**src/rtl/dbi_pkg.sv**
```systemverilog
`timescale 1ns/1ps
package dbi_pkg;

    typedef enum logic [1:0] {
        ST_IDLE   = 2'd0,
        ST_COMMIT = 2'd1,
        ST_FETCH  = 2'd2,
        ST_LOAD   = 2'd3
    } dbi_state_e;

endpackage

```
**src/rtl/dbi_pin_sync.sv**
```systemverilog
`timescale 1ns/1ps
module dbi_pin_sync #(
    parameter int DATA_W = 8,
    parameter int STAGES = 2
) (
    input  logic              clk,
    input  logic              rst_n,
    input  logic              sel_in,
    input  logic              a0_in,
    input  logic              rd_n_in,
    input  logic              wr_n_in,
    input  logic [DATA_W-1:0] din_in,
    output logic              sel_s,
    output logic              a0_s,
    output logic [DATA_W-1:0] din_s,
    output logic              rd_rise,
    output logic              wr_rise
);

    localparam int W      = DATA_W + 4;
    localparam int B_WR   = DATA_W;
    localparam int B_RD   = DATA_W + 1;
    localparam int B_A0   = DATA_W + 2;
    localparam int B_SEL  = DATA_W + 3;
    localparam logic [W-1:0] IDLE_VAL = {2'b00, 2'b11, {DATA_W{1'b0}}};

    logic [STAGES-1:0][W-1:0] pipe;
    logic [W-1:0]             last;
    logic                     rd_d;
    logic                     wr_d;

    assign last = pipe[STAGES-1];

    // all pins pass through the same number of stages so data lines up with strobes
    always_ff @(posedge clk or negedge rst_n) begin
        if (!rst_n) begin
            pipe <= {STAGES{IDLE_VAL}};
            rd_d <= 1'b1;
            wr_d <= 1'b1;
        end else begin
            pipe[0] <= {sel_in, a0_in, rd_n_in, wr_n_in, din_in};
            for (int i = 1; i < STAGES; i++) begin
                pipe[i] <= pipe[i-1];
            end
            rd_d <= last[B_RD];
            wr_d <= last[B_WR];
        end
    end

    always_comb begin
        sel_s   = last[B_SEL];
        a0_s    = last[B_A0];
        din_s   = last[DATA_W-1:0];
        rd_rise = last[B_SEL] & last[B_RD] & ~rd_d;
        wr_rise = last[B_SEL] & last[B_WR] & ~wr_d;
    end

    // a strobe edge seen while deselected must never leak through
    a_r1_edge_needs_select: assert property (@(posedge clk) disable iff (!rst_n)
        (!last[B_SEL] && last[B_WR] && !wr_d) |-> !wr_rise);

endmodule

```
**src/rtl/dbi_ram.sv**
```systemverilog
`timescale 1ns/1ps
module dbi_ram #(
    parameter int DATA_W  = 8,
    parameter int COLUMNS = 40,
    parameter int COL_W   = 6
) (
    input  logic              clk,
    input  logic              we,
    input  logic [COL_W-1:0]  waddr,
    input  logic [DATA_W-1:0] wdata,
    input  logic [COL_W-1:0]  raddr,
    output logic [DATA_W-1:0] rdata
);

    logic [DATA_W-1:0] mem [COLUMNS];

    always_ff @(posedge clk) begin
        if (we) begin
            mem[waddr] <= wdata;
        end
        rdata <= mem[raddr];
    end

endmodule

```
**src/rtl/dbi_bus_ctrl.sv**
```systemverilog
`timescale 1ns/1ps
module dbi_bus_ctrl
    import dbi_pkg::*;
#(
    parameter int DATA_W      = 8,
    parameter int COLUMNS     = 40,
    parameter int COL_W       = 6,
    parameter int BUSY_CYCLES = 16
) (
    input  logic              clk,
    input  logic              rst_n,
    input  logic              a0_s,
    input  logic [DATA_W-1:0] din_s,
    input  logic              rd_rise,
    input  logic              wr_rise,
    input  logic [DATA_W-1:0] ram_rdata,
    output logic              ram_we,
    output logic [COL_W-1:0]  ram_waddr,
    output logic [DATA_W-1:0] ram_wdata,
    output logic [COL_W-1:0]  ram_raddr,
    output logic [DATA_W-1:0] holder,
    output logic              busy
);

    localparam int BW = $clog2(BUSY_CYCLES + 1);
    localparam logic [BW-1:0]    BUSY_LOAD = BW'(BUSY_CYCLES);
    localparam logic [COL_W-1:0] LAST_COL  = COL_W'(COLUMNS - 1);
    localparam logic [COL_W:0]   COL_LIM   = (COL_W+1)'(COLUMNS);

    dbi_state_e       state;
    dbi_state_e       state_nx;
    logic [COL_W-1:0] col;
    logic [COL_W-1:0] col_inc;
    logic [BW-1:0]    busy_cnt;
    logic             is_addr_cmd;
    logic [COL_W-1:0] cmd_col;

    assign col_inc     = (col == LAST_COL) ? '0 : col + 1'b1;
    assign is_addr_cmd = din_s[DATA_W-1];
    assign cmd_col     = ({1'b0, din_s[COL_W-1:0]} < COL_LIM) ? din_s[COL_W-1:0] : '0;

    // state register
    always_ff @(posedge clk or negedge rst_n) begin
        if (!rst_n) begin
            state <= ST_IDLE;
        end else begin
            state <= state_nx;
        end
    end

    // next-state logic
    always_comb begin
        state_nx = state;
        unique case (state)
            ST_IDLE: begin
                if (wr_rise && a0_s) begin
                    state_nx = ST_COMMIT;
                end else if (!wr_rise && rd_rise && a0_s) begin
                    state_nx = ST_FETCH;
                end
            end
            ST_COMMIT: state_nx = ST_IDLE;
            ST_FETCH:  state_nx = ST_LOAD;
            ST_LOAD:   state_nx = ST_IDLE;
            default:   state_nx = ST_IDLE;
        endcase
    end

    // holder, column pointer and busy timer
    always_ff @(posedge clk or negedge rst_n) begin
        if (!rst_n) begin
            holder   <= '0;
            col      <= '0;
            busy_cnt <= '0;
        end else begin
            if (busy_cnt != '0) begin
                busy_cnt <= busy_cnt - 1'b1;
            end
            unique case (state)
                ST_IDLE: begin
                    if (wr_rise && a0_s) begin
                        holder <= din_s;
                    end else if (wr_rise && !a0_s) begin
                        busy_cnt <= BUSY_LOAD;
                        if (is_addr_cmd) begin
                            col <= cmd_col;
                        end
                    end
                end
                ST_COMMIT: begin
                    col      <= col_inc;
                    busy_cnt <= BUSY_LOAD;
                end
                ST_FETCH: begin
                end
                ST_LOAD: begin
                    holder <= ram_rdata;
                    col    <= col_inc;
                end
                default: begin
                end
            endcase
        end
    end

    // outputs
    always_comb begin
        ram_we    = (state == ST_COMMIT);
        ram_waddr = col;
        ram_wdata = holder;
        ram_raddr = col;
        busy      = (state != ST_IDLE) || (busy_cnt != '0);
    end

    a_r7_col_in_range: assert property (@(posedge clk) disable iff (!rst_n)
        col <= LAST_COL);

    a_r7_col_step: assert property (@(posedge clk) disable iff (!rst_n)
        ($past(state) == ST_COMMIT || $past(state) == ST_LOAD) |->
            (col == (($past(col) == LAST_COL) ? '0 : COL_W'($past(col) + 1'b1))));

    a_r10_cmd_keeps_holder: assert property (@(posedge clk) disable iff (!rst_n)
        (state == ST_IDLE && wr_rise && !a0_s) |=> $stable(holder));

    a_r5_write_to_holder: assert property (@(posedge clk) disable iff (!rst_n)
        (state == ST_IDLE && wr_rise && a0_s) |=> (state == ST_COMMIT && holder == $past(din_s)));

    a_r9_busy_after_commit: assert property (@(posedge clk) disable iff (!rst_n)
        ($past(state) == ST_COMMIT) |-> busy);

endmodule

```
**src/rtl/dbi_host_if.sv**
```systemverilog
`timescale 1ns/1ps
module dbi_host_if #(
    parameter int DATA_W      = 8,
    parameter int COLUMNS     = 40,
    parameter int BUSY_CYCLES = 16,
    parameter int SYNC_STAGES = 2
) (
    input  logic              clk,
    input  logic              rst_n,
    input  logic              cs1_n,
    input  logic              cs2,
    input  logic              a0,
    input  logic              rd_n,
    input  logic              wr_n,
    input  logic [DATA_W-1:0] host_din,
    output logic [DATA_W-1:0] host_dout,
    output logic              host_doe,
    output logic              ser_rst
);

    localparam int COL_W = $clog2(COLUMNS);

    logic              sel_raw;
    logic              sel_s;
    logic              a0_s;
    logic [DATA_W-1:0] din_s;
    logic              rd_rise;
    logic              wr_rise;
    logic              ram_we;
    logic [COL_W-1:0]  ram_waddr;
    logic [DATA_W-1:0] ram_wdata;
    logic [COL_W-1:0]  ram_raddr;
    logic [DATA_W-1:0] ram_rdata;
    logic [DATA_W-1:0] holder;
    logic              busy;

    assign sel_raw = ~cs1_n & cs2;

    dbi_pin_sync #(
        .DATA_W (DATA_W),
        .STAGES (SYNC_STAGES)
    ) u_sync (
        .clk     (clk),
        .rst_n   (rst_n),
        .sel_in  (sel_raw),
        .a0_in   (a0),
        .rd_n_in (rd_n),
        .wr_n_in (wr_n),
        .din_in  (host_din),
        .sel_s   (sel_s),
        .a0_s    (a0_s),
        .din_s   (din_s),
        .rd_rise (rd_rise),
        .wr_rise (wr_rise)
    );

    dbi_bus_ctrl #(
        .DATA_W      (DATA_W),
        .COLUMNS     (COLUMNS),
        .COL_W       (COL_W),
        .BUSY_CYCLES (BUSY_CYCLES)
    ) u_ctrl (
        .clk       (clk),
        .rst_n     (rst_n),
        .a0_s      (a0_s),
        .din_s     (din_s),
        .rd_rise   (rd_rise),
        .wr_rise   (wr_rise),
        .ram_rdata (ram_rdata),
        .ram_we    (ram_we),
        .ram_waddr (ram_waddr),
        .ram_wdata (ram_wdata),
        .ram_raddr (ram_raddr),
        .holder    (holder),
        .busy      (busy)
    );

    dbi_ram #(
        .DATA_W  (DATA_W),
        .COLUMNS (COLUMNS),
        .COL_W   (COL_W)
    ) u_ram (
        .clk   (clk),
        .we    (ram_we),
        .waddr (ram_waddr),
        .wdata (ram_wdata),
        .raddr (ram_raddr),
        .rdata (ram_rdata)
    );

    // bus drive follows the pins directly, like an asynchronous read port
    always_comb begin
        host_doe  = sel_raw & ~rd_n;
        host_dout = '0;
        if (host_doe) begin
            host_dout = a0 ? holder : {busy, {(DATA_W-1){1'b0}}};
        end
        ser_rst = ~sel_raw;
    end

    a_r8_status_low_zero: assert property (@(posedge clk) disable iff (!rst_n)
        (host_doe && !a0) |-> (host_dout[DATA_W-2:0] == '0));

    a_r1_quiet_when_off: assert property (@(posedge clk) disable iff (!rst_n)
        ser_rst |-> (!host_doe && host_dout == '0));

    a_r3_data_shows_holder: assert property (@(posedge clk) disable iff (!rst_n)
        (host_doe && a0) |-> (host_dout == holder));

endmodule

```
**config.mk**
```make
export PLATFORM = sky130hd
export DESIGN_NAME = dbi_host_if
export DESIGN_NICKNAME = d
export VERILOG_FILES = /design/src/rtl/dbi_pkg.sv /design/src/rtl/dbi_pin_sync.sv /design/src/rtl/dbi_ram.sv /design/src/rtl/dbi_bus_ctrl.sv /design/src/rtl/dbi_host_if.sv
export SDC_FILE = /design/constraint.sdc
export NUM_CORES = 1
export LEC_CHECK = 0
export ABC_AREA = 1
export BUFFER_PORTS_ARGS = -buffer_cell sky130_fd_sc_hd__buf_2
export CORE_MARGIN = 3
export CORE_UTILIZATION = 25
export DETAILED_ROUTE_END_ITERATION = 12
export PLACE_DENSITY_LB_ADDON = 0.08
export SYNTH_ARGS = -nofsm -noshare
export SYNTH_HDL_FRONTEND = slang
export SYNTH_HIERARCHICAL = 1
export SYNTH_SLANG_ARGS = --single-unit
```
**constraint.sdc**
```tcl
create_clock -name clk -period 2.7 [get_ports clk]
set_clock_uncertainty 0.1 [all_clocks]
set_input_delay 0 -clock clk [delete_from_list [all_inputs] [get_ports clk]]
set_output_delay 0 -clock clk [all_outputs]
set_load 0.01 [all_outputs]
```
==> results.txt <==
largest net degree at the start of global routing - 82
Ys Warns - 6
Total Neg Setup Slack - 0 ns
CTS H-tree depth - 2
Synthesized Nets - 1348
fraction of registers with async set/reset - 0.125
vias in the first global route - 10100
site row count - 90
worst reg2reg path endpoint - u_ram/rdata[3]
Worst Setup Path Type - reg -> reg
initial antenna violation count - 0
area delta synth->final - 18.3%
most frequent cells in the layout - 375 x nand2_1, 320 x edfxtp_1, 236 x nand3_1
Avg Cell Area, Syn - 11.6 um^2
slew margin rel. - 0.250
Fin. Hold Viols - 0
fmax - 434 MHz
Post-CTS Setup Inserts - 0
root buf cell - clkbuf_16
first-pass GRT wire length - 68.7 mm
outcome - finished, final reports clean
EDFF count, synth - 320
1st-iter DRT viols - 725
Die Wd - 254 um
post-synth cell types - 40
CORE AREA - 60700 um^2
Yosys reg bits - 375
maximum clock insertion buffer count - 3
Num CTS Buffers - 44
Tmin final - 2.30 ns
endpoints failing setup - 0
CTS tree - built
max_cap viols - 0
Reg clk slew, reported paths - 0.06 ns
Nets - 1420
Mapped Area - 15400 um^2
Post-CTS Resized - 0
hold crit path type - in -> async
RSZ-0062 raised after global routing - no
commonest non-fill, non-tap cell in the layout - nand2_1
drt pass-1 iters - 6
gpl congestion - 0.760
R2R Setup Slk - 0.40 ns
Avg WL per Cell - 20.7 um
antenna cells - 0
layout cells sized above 1 - 0.135
Crit Path Max Fanout - 35
Residual DRC - 0
Via Count - 10000
PortBufs - 24
Total Power - 0.0202 W
critical path endpoint category - register
path depth of the worst reg2reg path - 10
leakage power - 6.65 nW
worst slew pin tran - 1.12 ns
post-route ant nets - 0
Critical Path RT - 3.11 ns
I/O pin total - 25
Synth Flop Type - edfxtp_1
worst vdd rail ir drop - 0.574 mV
Worst-Skew Late Latency - 0.57 ns
WP data arrival - 2.71 ns
die height - 254 um
CP Launch Point - u_ctrl/ram_raddr[0]
Power Density - 1110 nW/um^2
period utilization - 0.853
Detail Placement HPWL - 28.2 mm
Vias/cell - 4.52
die area - 64700 um^2
sequential share of the synthesized area - 0.710
startpoint types - register
final WL - 46.1 mm
Gate Count Post-Synth - 1331
# clock sinks - 375
Slew Limit Fails - 0
gr usage total - 0.144
reg2reg start - u_ctrl/ram_raddr[0]
gr ovfl total - 0
Initial Util - 0.254
-- logic make-up after synthesis --
logic type,share of synthesized area
AND/OR/NAND/NOR,0.204
flip-flops,0.710
buffers and inverters,0.0496
AO/OA/AOI/OAI,0.0328
XOR/XNOR,0.00170
adder cells (fa/ha/maj),0.00162
-- power breakdown --
group          internal [W]  switching (W)  total, W
Clock               0.00338        0.00239   0.00576
Combinational       0.00181        0.00438   0.00619
Sequential          0.00736       0.000894   0.00825
Total                0.0125        0.00766    0.0202
-- synth_stat cells, types with 12 or more instances --
cell type	instances	area (um^2)
nor2_1	96	360
buf_6	12	135
edfxtp_1	320	9610
clkbuf_1	19	71.3
nand3_1	236	1180
buf_4	29	218
inv_1	33	124
nand2_1	375	1410
buf_2	32	160
dfrtp_1	41	1030
o21ai_0	30	150
-- critical path, cell delays in order, from the launching register on --
cell and delay [ns]:
dfrtp_4 0.59, inv_4 0.26, buf_12 0.25, nand2_1 0.07
nand3_1 0.09, nand3_1 0.11, nand2_1 0.11, nand2_1 0.06
nand3_1 0.20, nand3_1 0.24, nand2_1 0.14
-- cell type report --
type / count / area, um^2
repair buffers: 122 / 1040
inverters: 37 / 155
multi-input cells: 823 / 3720
well taps: 782 / 978
clock buffers: 64 / 1240
flip-flops and latches: 375 / 11000
fillers: 6228 / 42400
clock inverters: 17 / 148
-- stage by stage --
step	setup WS (ns)	instances	instance area, um^2	hold WS [ns]	utilization
2_1_floorplan	0.198	1331	15400	-0.396	-
3_3_place_gp	0.440	2115	16600	0.00691	0.274
3_5_place_dp	0.393	2115	16600	0.00883	0.274
4_1_cts	0.375	2220	18300	0.0765	0.301
5_1_grt	0.250	2220	18300	0.115	0.301
6_report	0.397	2220	18300	0.0963	0.301
-- registers in the layout, summed over array words and instances, names as in the netlist --
signal,count
u_ram/rdata,8
u_sync/rd_d,1
u_ram/mem,320
u_ctrl/holder,8
u_ctrl/state,2
u_sync/pipe,12
u_sync/last,12
u_ctrl/busy_cnt,5
u_sync/wr_d,1
u_ctrl/ram_raddr,6
-- how the worst max path moves through the flow --
stage / to / slack, ns / cells after the start
2_1_floorplan: u_ram/mem[18][0] / 0.20 / 6
3_3_place_gp: u_ram/rdata[6] / 0.44 / 10
3_5_place_dp: u_ram/rdata[6] / 0.39 / 10
4_1_cts: u_ram/rdata[6] / 0.38 / 10
5_1_grt: u_ram/rdata[3] / 0.25 / 10
6_report: u_ram/rdata[3] / 0.40 / 10
-- routing by layer --
| metal | routed length, um | track usage | vias up | part of all wire |
|---|---|---|---|---|
| met5 | 0 | 0 | - | 0 |
| met4 | 977 | 0.0401 | 0 | 0.021 |
| met3 | 1840 | 0.0219 | 61 | 0.040 |
| met2 | 21800 | 0.234 | 183 | 0.47 |
| met1 | 21400 | 0.201 | 5013 | 0.46 |
| li1 | - | - | 4786 | - |
-- what timing repair did --
item | 4_1_cts | 5_1_grt
hold buffers | 24 | 0
endpoints found under the hold margin | 53 | 0
setup endpoints to repair | 0 | 0
No activity file was read; power rests on OpenSTA's default activity.
